==> src/rtl/irqc_pkg.sv <==
// Shared definitions for the trigger-selectable interrupt controller.
// Assumes a two-bit word address selecting one of four registers.
package irqc_pkg;
    localparam int unsigned REG_ADDR_W = 2;

    typedef enum logic [REG_ADDR_W-1:0] {
        REG_ENABLE = 2'd0,
        REG_STATUS = 2'd1,
        REG_TYPE   = 2'd2,
        REG_POL    = 2'd3
    } irqc_reg_e;
endpackage

==> src/rtl/irqc_sync.sv <==
// Multi-stage synchroniser for a vector of asynchronous lines.
// Assumes each bit is independent; no bus coherency is implied.
module irqc_sync #(
    parameter int unsigned W      = 32,
    parameter int unsigned STAGES = 2
) (
    input  logic         clk,
    input  logic         rst_n,
    input  logic [W-1:0] d,
    output logic [W-1:0] q
);
    logic [W-1:0] stage_q [STAGES];

    // Shift raw lines through the flop chain.
    always_ff @(posedge clk) begin
        if (!rst_n) begin
            for (int k = 0; k < STAGES; k++) stage_q[k] <= '0;
        end else begin
            stage_q[0] <= d;
            for (int k = 1; k < STAGES; k++) stage_q[k] <= stage_q[k-1];
        end
    end

    assign q = stage_q[STAGES-1];
endmodule

==> src/rtl/irqc_detect.sv <==
// Per-source trigger detection and pending state.
// Edge mode: sticky pending bit, set on inactive-to-active change, cleared by clr.
// A new edge wins over a clear in the same cycle.
// Level mode: pending mirrors the active level, registered once; clr is ignored.
// Assumes sync_in is already synchronous to clk.
module irqc_detect #(
    parameter int unsigned NUM_SRC = 32
) (
    input  logic               clk,
    input  logic               rst_n,
    input  logic [NUM_SRC-1:0] sync_in,
    input  logic [NUM_SRC-1:0] edge_mode,
    input  logic [NUM_SRC-1:0] pol_high,
    input  logic [NUM_SRC-1:0] clr,
    output logic [NUM_SRC-1:0] pend_o,
    output logic [NUM_SRC-1:0] hit_o
);
    logic [NUM_SRC-1:0] prev_q;

    for (genvar g = 0; g < NUM_SRC; g++) begin : g_src
        logic act_now;
        logic act_prev;
        logic pend_q;

        assign act_now  = (sync_in[g] == pol_high[g]);
        assign act_prev = (prev_q[g]  == pol_high[g]);
        assign hit_o[g] = act_now & ~act_prev;

        // Update pending according to the selected sensing mode.
        always_ff @(posedge clk) begin
            if (!rst_n) begin
                pend_q    <= 1'b0;
                prev_q[g] <= 1'b0;
            end else begin
                prev_q[g] <= sync_in[g];
                if (edge_mode[g]) pend_q <= (pend_q & ~clr[g]) | hit_o[g];
                else              pend_q <= act_now;
            end
        end

        assign pend_o[g] = pend_q;
    end
endmodule

==> src/rtl/irqc_regs.sv <==
// Configuration registers and read mux.
// Write-one-to-clear pulses go to the pending logic.
// Assumes single-cycle writes; reads are combinational on addr.
module irqc_regs
    import irqc_pkg::*;
#(
    parameter int unsigned NUM_SRC = 32
) (
    input  logic                  clk,
    input  logic                  rst_n,
    input  logic                  wr_en,
    input  logic [REG_ADDR_W-1:0] addr,
    input  logic [NUM_SRC-1:0]    wdata,
    input  logic [NUM_SRC-1:0]    pend,
    output logic [NUM_SRC-1:0]    en_q,
    output logic [NUM_SRC-1:0]    typ_q,
    output logic [NUM_SRC-1:0]    pol_q,
    output logic [NUM_SRC-1:0]    clr,
    output logic [NUM_SRC-1:0]    rdata
);
    irqc_reg_e sel;
    assign sel = irqc_reg_e'(addr);

    // Hold mask, sensing and polarity; each changes only on its own address.
    always_ff @(posedge clk) begin
        if (!rst_n) begin
            en_q  <= '0;
            typ_q <= '0;
            pol_q <= '0;
        end else if (wr_en) begin
            if (sel == REG_ENABLE) en_q  <= wdata;
            if (sel == REG_TYPE)   typ_q <= wdata;
            if (sel == REG_POL)    pol_q <= wdata;
        end
    end

    // Clear pulses for the pending register.
    always_comb begin
        clr = '0;
        if (wr_en && sel == REG_STATUS) clr = wdata;
    end

    // Read mux.
    always_comb begin
        unique case (sel)
            REG_ENABLE: rdata = en_q;
            REG_STATUS: rdata = pend;
            REG_TYPE:   rdata = typ_q;
            REG_POL:    rdata = pol_q;
            default:    rdata = '0;
        endcase
    end
endmodule

==> src/rtl/irq_trigger_ctrl.sv <==
// Top of the trigger-selectable interrupt controller.
// Raw lines are synchronised, then detected per source. Pending bits are
// masked and ORed into irq_o. Assumes SYNC_STAGES >= 2.
module irq_trigger_ctrl
    import irqc_pkg::*;
#(
    parameter int unsigned NUM_SRC     = 32,
    parameter int unsigned SYNC_STAGES = 2
) (
    input  logic                  clk,
    input  logic                  rst_n,
    input  logic [NUM_SRC-1:0]    irq_raw,
    input  logic                  wr_en,
    input  logic [REG_ADDR_W-1:0] addr,
    input  logic [NUM_SRC-1:0]    wdata,
    output logic [NUM_SRC-1:0]    rdata,
    output logic                  irq_o
);
    logic [NUM_SRC-1:0] sync_q;
    logic [NUM_SRC-1:0] pend_q;
    logic [NUM_SRC-1:0] hit_q;
    logic [NUM_SRC-1:0] en_q;
    logic [NUM_SRC-1:0] typ_q;
    logic [NUM_SRC-1:0] pol_q;
    logic [NUM_SRC-1:0] clr;

    irqc_sync #(.W(NUM_SRC), .STAGES(SYNC_STAGES)) u_sync (
        .clk(clk), .rst_n(rst_n), .d(irq_raw), .q(sync_q)
    );

    irqc_detect #(.NUM_SRC(NUM_SRC)) u_detect (
        .clk(clk), .rst_n(rst_n), .sync_in(sync_q), .edge_mode(typ_q),
        .pol_high(pol_q), .clr(clr), .pend_o(pend_q), .hit_o(hit_q)
    );

    irqc_regs #(.NUM_SRC(NUM_SRC)) u_regs (
        .clk(clk), .rst_n(rst_n), .wr_en(wr_en), .addr(addr), .wdata(wdata),
        .pend(pend_q), .en_q(en_q), .typ_q(typ_q), .pol_q(pol_q),
        .clr(clr), .rdata(rdata)
    );

    // Combined request: any source both pending and unmasked.
    assign irq_o = |(pend_q & en_q);
endmodule

==> config.mk <==
export PLATFORM = sky130hd
export DESIGN_NAME = irq_trigger_ctrl
export DESIGN_NICKNAME = d
export VERILOG_FILES = /design/src/rtl/irqc_pkg.sv /design/src/rtl/irqc_sync.sv /design/src/rtl/irqc_detect.sv /design/src/rtl/irqc_regs.sv /design/src/rtl/irq_trigger_ctrl.sv
export SDC_FILE = /design/constraint.sdc
export NUM_CORES = 1
export LEC_CHECK = 0
export ABC_AREA = 1
export BUFFER_PORTS_ARGS = -buffer_cell sky130_fd_sc_hd__buf_4
export CORE_MARGIN = 10
export CORE_UTILIZATION = 43
export DETAILED_ROUTE_END_ITERATION = 8
export GPL_ROUTABILITY_DRIVEN = 0
export MAX_ROUTING_LAYER = met4
export PLACE_DENSITY = 0.63
export SLEW_MARGIN = 20
export SYNTH_ARGS = -nofsm -noshare
export SYNTH_HDL_FRONTEND = slang
export SYNTH_SLANG_ARGS = --single-unit
==> constraint.sdc <==
create_clock -name clk -period 0.9 [get_ports clk]
set_clock_uncertainty 0.1 [all_clocks]
set_input_delay 0 -clock clk [delete_from_list [all_inputs] [get_ports clk]]
set_output_delay 0 -clock clk [all_outputs]
set_load 0.03 [all_outputs]
Yosys cells after proc, flatten, opt, wreduce, memory -nomap -nowiden --
Memory sizes are Yosys's and may differ from the RTL's. Index checks and enable logic that the tools add are counted.
Word-level totals: register bits after elaboration 160, RAM bits 64, output and inout bits 33, logic and storage cells 342, memories kept 1
Memory list:
- u_sync.stage_q | depth 2, bits a word 32, read ports 2, clocked after memory_dff 0, wr ports 2, line irqc_sync.sv:12 | logic [W-1:0] stage_q [STAGES];
Cells by class: eq/ne operators 67, muxes and demuxes 38, bitwise gates (word level) 163, reduce and logical (&&, ||, !) cells 6
Operators by type and width (number):
- $pmux W32 S4 | 1
- $mux W32 | 3
- $and A1 B1 Y1 | 64
- $eq A1 B1 Y1 | 64
- $not A1 Y1 | 64
- $mux W1 | 34
- $or A1 B1 Y1 | 34
- $and A32 B32 Y32 | 1
- $reduce_or A32 Y1 | 1
- $reduce_and A2 Y1 | 3
- $eq A2 B2 Y1 const B | 2
- $eq A2 B1 Y1 const B | 1
- $logic_not A2 Y1 | 1
- $logic_and A1 B1 Y1 | 1

Logic depth before layout (Yosys ltp) --
depth in word-level cells 7, depth in mapped cells 7, gate-level depth less buffers 6

Modules after synthesis --
Synthesis repeated with hierarchy kept, for this count alone.
Unflattened totals: cells, all modules 1716, area total of the unflattened synthesis 11119.4 um2
Modules (own cells, without submodules):
- irqc_regs | times used 1, cells each 839, area an instance 5089.9 um2, sequential area each 1921.8 um2
- irqc_detect | times used 1, cells each 583, area an instance 3712.3 um2, sequential area each 1281.2 um2
- irqc_sync | times used 1, cells each 231, area an instance 2080.7 um2, sequential area each 1281.2 um2
- irq_trigger_ctrl | times used 1, cells each 63, area an instance 236.5 um2, sequential area each 0.0 um2

Least setup slack after synthesis --
Ideal clock, no wire load.
path type reg-to-output, from register u_regs.pol_q[0], to output rdata[0], arrival time 921 ps, required time 800 ps, path slack -121 ps, cell stages (with the launch flop) 3, path buffers 0, cell sequence dfxtp_1 inv_1 o2111ai_1
On the way: word-level cells in the longest chain between the ends 1
Ends and longest elaborated chain:
- start, declared | line irqc_regs.sv:17 | output logic [NUM_SRC-1:0] pol_q,
- start signal, assigned | line irqc_regs.sv:33 | if (sel == REG_POL) pol_q <= wdata;
- $pmux W32 S4 | line irqc_regs.sv:45 | unique case (sel)
- end, declared | line irq_trigger_ctrl.sv:16 | output logic [NUM_SRC-1:0] rdata,
No other way between the ends.

Worst setup path in the final report --
from register u_regs.en_q[15], to output irq_o
On the way: word-level cells in the longest chain between the ends 2
Ends and longest elaborated chain:
- start, declared | line irqc_regs.sv:15 | output logic [NUM_SRC-1:0] en_q,
- start signal, assigned | line irqc_regs.sv:31 | if (sel == REG_ENABLE) en_q <= wdata;
- $and A32 B32 Y32 | line irq_trigger_ctrl.sv:43 | assign irq_o = |(pend_q & en_q);
- $reduce_or A32 Y1 | line irq_trigger_ctrl.sv:43
- end, declared | line irq_trigger_ctrl.sv:17 | output logic irq_o
No other way between the ends.

==> impl_results.md <==
* # IOs at roughly 100
* Overall power at approximately 24,000 uW
* Commonest non-fill, non-tap cell in the layout: nand2_1
* CTS tree: done
* Placed insts at approximately 1,800
* Total GRT Usage at a little under a fifth
* Count of final hold-check violations at about 190
* Critical Path Source Type: flip-flop
* Peak supply drop at approximately 1500 uV
* Post-DRT Antenna Nets at 0
* Critical Path AT at about 1.5 ns
* Final min period at roughly 1.6 ns
* Core area at between 20,000 and 25,000 sq um
* Synth top area share at 48.1%
* Layout cell share with drive strength beyond 1 at about 37%
* Slew headroom at approximately 72%
* Ys Warns at 0
* Register area share after synthesis at between 40% and 50%
* Clk buf depth at 3
* Highest clock rate at between 0.6 and 0.7 GHz
* Critical Path Fanout Max at 2
* Filler cells at between 1,500 and 2,000
* Worst-path clk slew at 0.06 ns
* Worst setup margin at -0.711 ns
* Root Driver: clkbuf_16
* Synth unique cells at 19
* Synth area leaders: dfxtp_1, nand2_1, inv_1
* WL final at 26,900 um
* Number of port buffers at approximately 100
* Die H at between 150 and 200 um
* Largest net degree at the start of global routing at 64
* Clock sinks at ~220
* WS Path Type: reg2out
* Gr ovfl total at 0
* Power per cell area at approximately 1700 nW/um^2
* Period utilization at 179%
* Mean Syn Cell Area at approximately 7 sq um
* Worst setup EP type: output pin
* Hold WS at -0.143 ns
* Slew @ Worst Pin at between 0.4 and 0.5 ns
* Initial antenna violation count at 0
* RSZ-0062 raised after global routing: yes
* DRC at 0
* Die X-Extent at 167 um
* Final #Nets at ~1,700
* Wire per inst at 14.2 um
* Clock latency on the worst-skew pair at approximately 0.52 ns
* Final setup vio count at ~120
* Slew Limit Fails at 0
* Die Area at 28,000 sq um
* Hold Path Class: in2reg
* Num CTS Buffers at 25
* Vias in the first global route at ~9,000
* Failing checks: hold timing, setup timing
* Data required, critical path at around 0.80 ns
* Leakage Power at between 0.006 and 0.007 uW
* # rows at 53
* Non-Filler Instances at roughly 1,900
* Syn Std Cell Area at roughly 9300 sq um
* Most frequent cells in the layout: nand2_1, inv_1, dfxtp_2
* Drt pass-1 iters at 5
* First-pass GRT wire length at roughly 44,000 um
* Synthesized flop and latch total at around 220
* Antenna diode count at 0
* MaxCap Viol Count at 0
* Synth-to-Final Area Change at 51.4%
* Synth area leader: dfxtp_1
* Post-synth net total at approximately 1,400
* Syn Inst Count at ~1,400
* Hpwl dp at 16,600 um
* Via count at roughly 9,300
* Htree depth at 1
* DRC marker count from the first detailed-route iteration at approximately 500
* Via density at slightly below 5
* Outcome: complete, but fails checks
* Starting Density at approximately 44%
## path summary, 6_finish.rpt
kind / from / endpoint / slack [ns] / cells after the start
hold reg to reg: u_sync.stage_q[0][19] / u_sync.stage_q[0][51] / 0.30 / 2
hold / removal: rst_n / u_sync.stage_q[0][49] / -0.14 / 4
setup / recovery: u_regs.en_q[15] / irq_o / -0.71 / 7
setup reg to reg: u_regs.pol_q[10] / u_detect.g_src[10].pend_q / -0.09 / 6
## worst max-delay path: stages, from the launching register on
cell and delay (ns):
dfxtp_2 0.34, nand2_1 0.06, nand2_1 0.07, nor2_2 0.11, nand2_1 0.08, nor2_2 0.12, nand2_2 0.08, buf_6 0.14
## metrics by stage
step | hold slack, ns | setup slack (ns) | cell area, sq um | util (%) | setup TNS (ns)
floorplan | -0.00237 | -0.121 | 9410 | - | -2.30
global placement | 0.0799 | -0.357 | 11200 | 52.8 | -23.06
CTS | -0.169 | -0.772 | 13400 | 63.6 | -49.92
finish | -0.143 | -0.711 | 14100 | 66.7 | -40.06
detailed placement | 0.0847 | -0.334 | 11200 | 52.8 | -27.20
global route | -0.142 | -0.808 | 14100 | 66.7 | -45.90
## timing repair
| item | 4_1_cts | 5_1_grt |
|---|---|---|
| gates resized for setup | 335 | 211 |
| pin swaps | 46 | 60 |
| endpoints found under the setup margin | 62 | 170 |
| hold buffers | 70 | 4 |
| buffers inserted | 6 | 17 |
| endpoints found under the hold margin | 223 | 219 |
## cell type report
cell class              instances  area, sq um  area share [%]
clock buffers                  36          717            5.08
well taps                     275          344            2.44
repair buffers                282         2840            20.1
inverters                     211          830            5.88
multi-input cells             855         4700            33.3
clock inverters                 5         28.8           0.204
flip-flops and latches        224         4650            33.0
## where the power goes
part	switching (uW)	leakage [uW]	internal [uW]
Sequential	356	0.00189	10500
Combinational	2130	0.00449	1910
Clock	3900	0.000371	5470
## logic make-up after synthesis
group,synth area share (%)
AO/OA/AOI/OAI,15.0
buffers and inverters,11.6
AND/OR/NAND/NOR,25.3
flip-flops,48.1
## registers in the layout (all words and copies together), names as in the netlist
signal	flops
u_detect.g_src.pend_q	32
u_detect.prev_q	32
u_regs.en_q	32
u_regs.pol_q	32
u_regs.typ_q	32
u_sync.stage_q	64
## cells in the mapped netlist
master	instances
nor2_2	1
nand3_2	1
buf_1	6
nor2_4	2
inv_2	2
buf_6	2
clkbuf_1	33
nand3_1	64
clkinv_1	1
o2111ai_1	32
nand2_2	1
nor2_1	138
buf_4	2
dfxtp_1	224
buf_2	21
o21ai_0	128
inv_1	208
nand2_1	392
a21oi_1	96
## layer usage
metal  global-route usage, %  routed length, um  up-vias
li1                        -                  -     4719
met1                    24.0              12400     4333
met2                    30.8              13100      172
met3                    2.67               1070       31
met4                    4.01                378        0
met5                       -                  0        -
No activity file was read; power rests on OpenSTA's default activity.
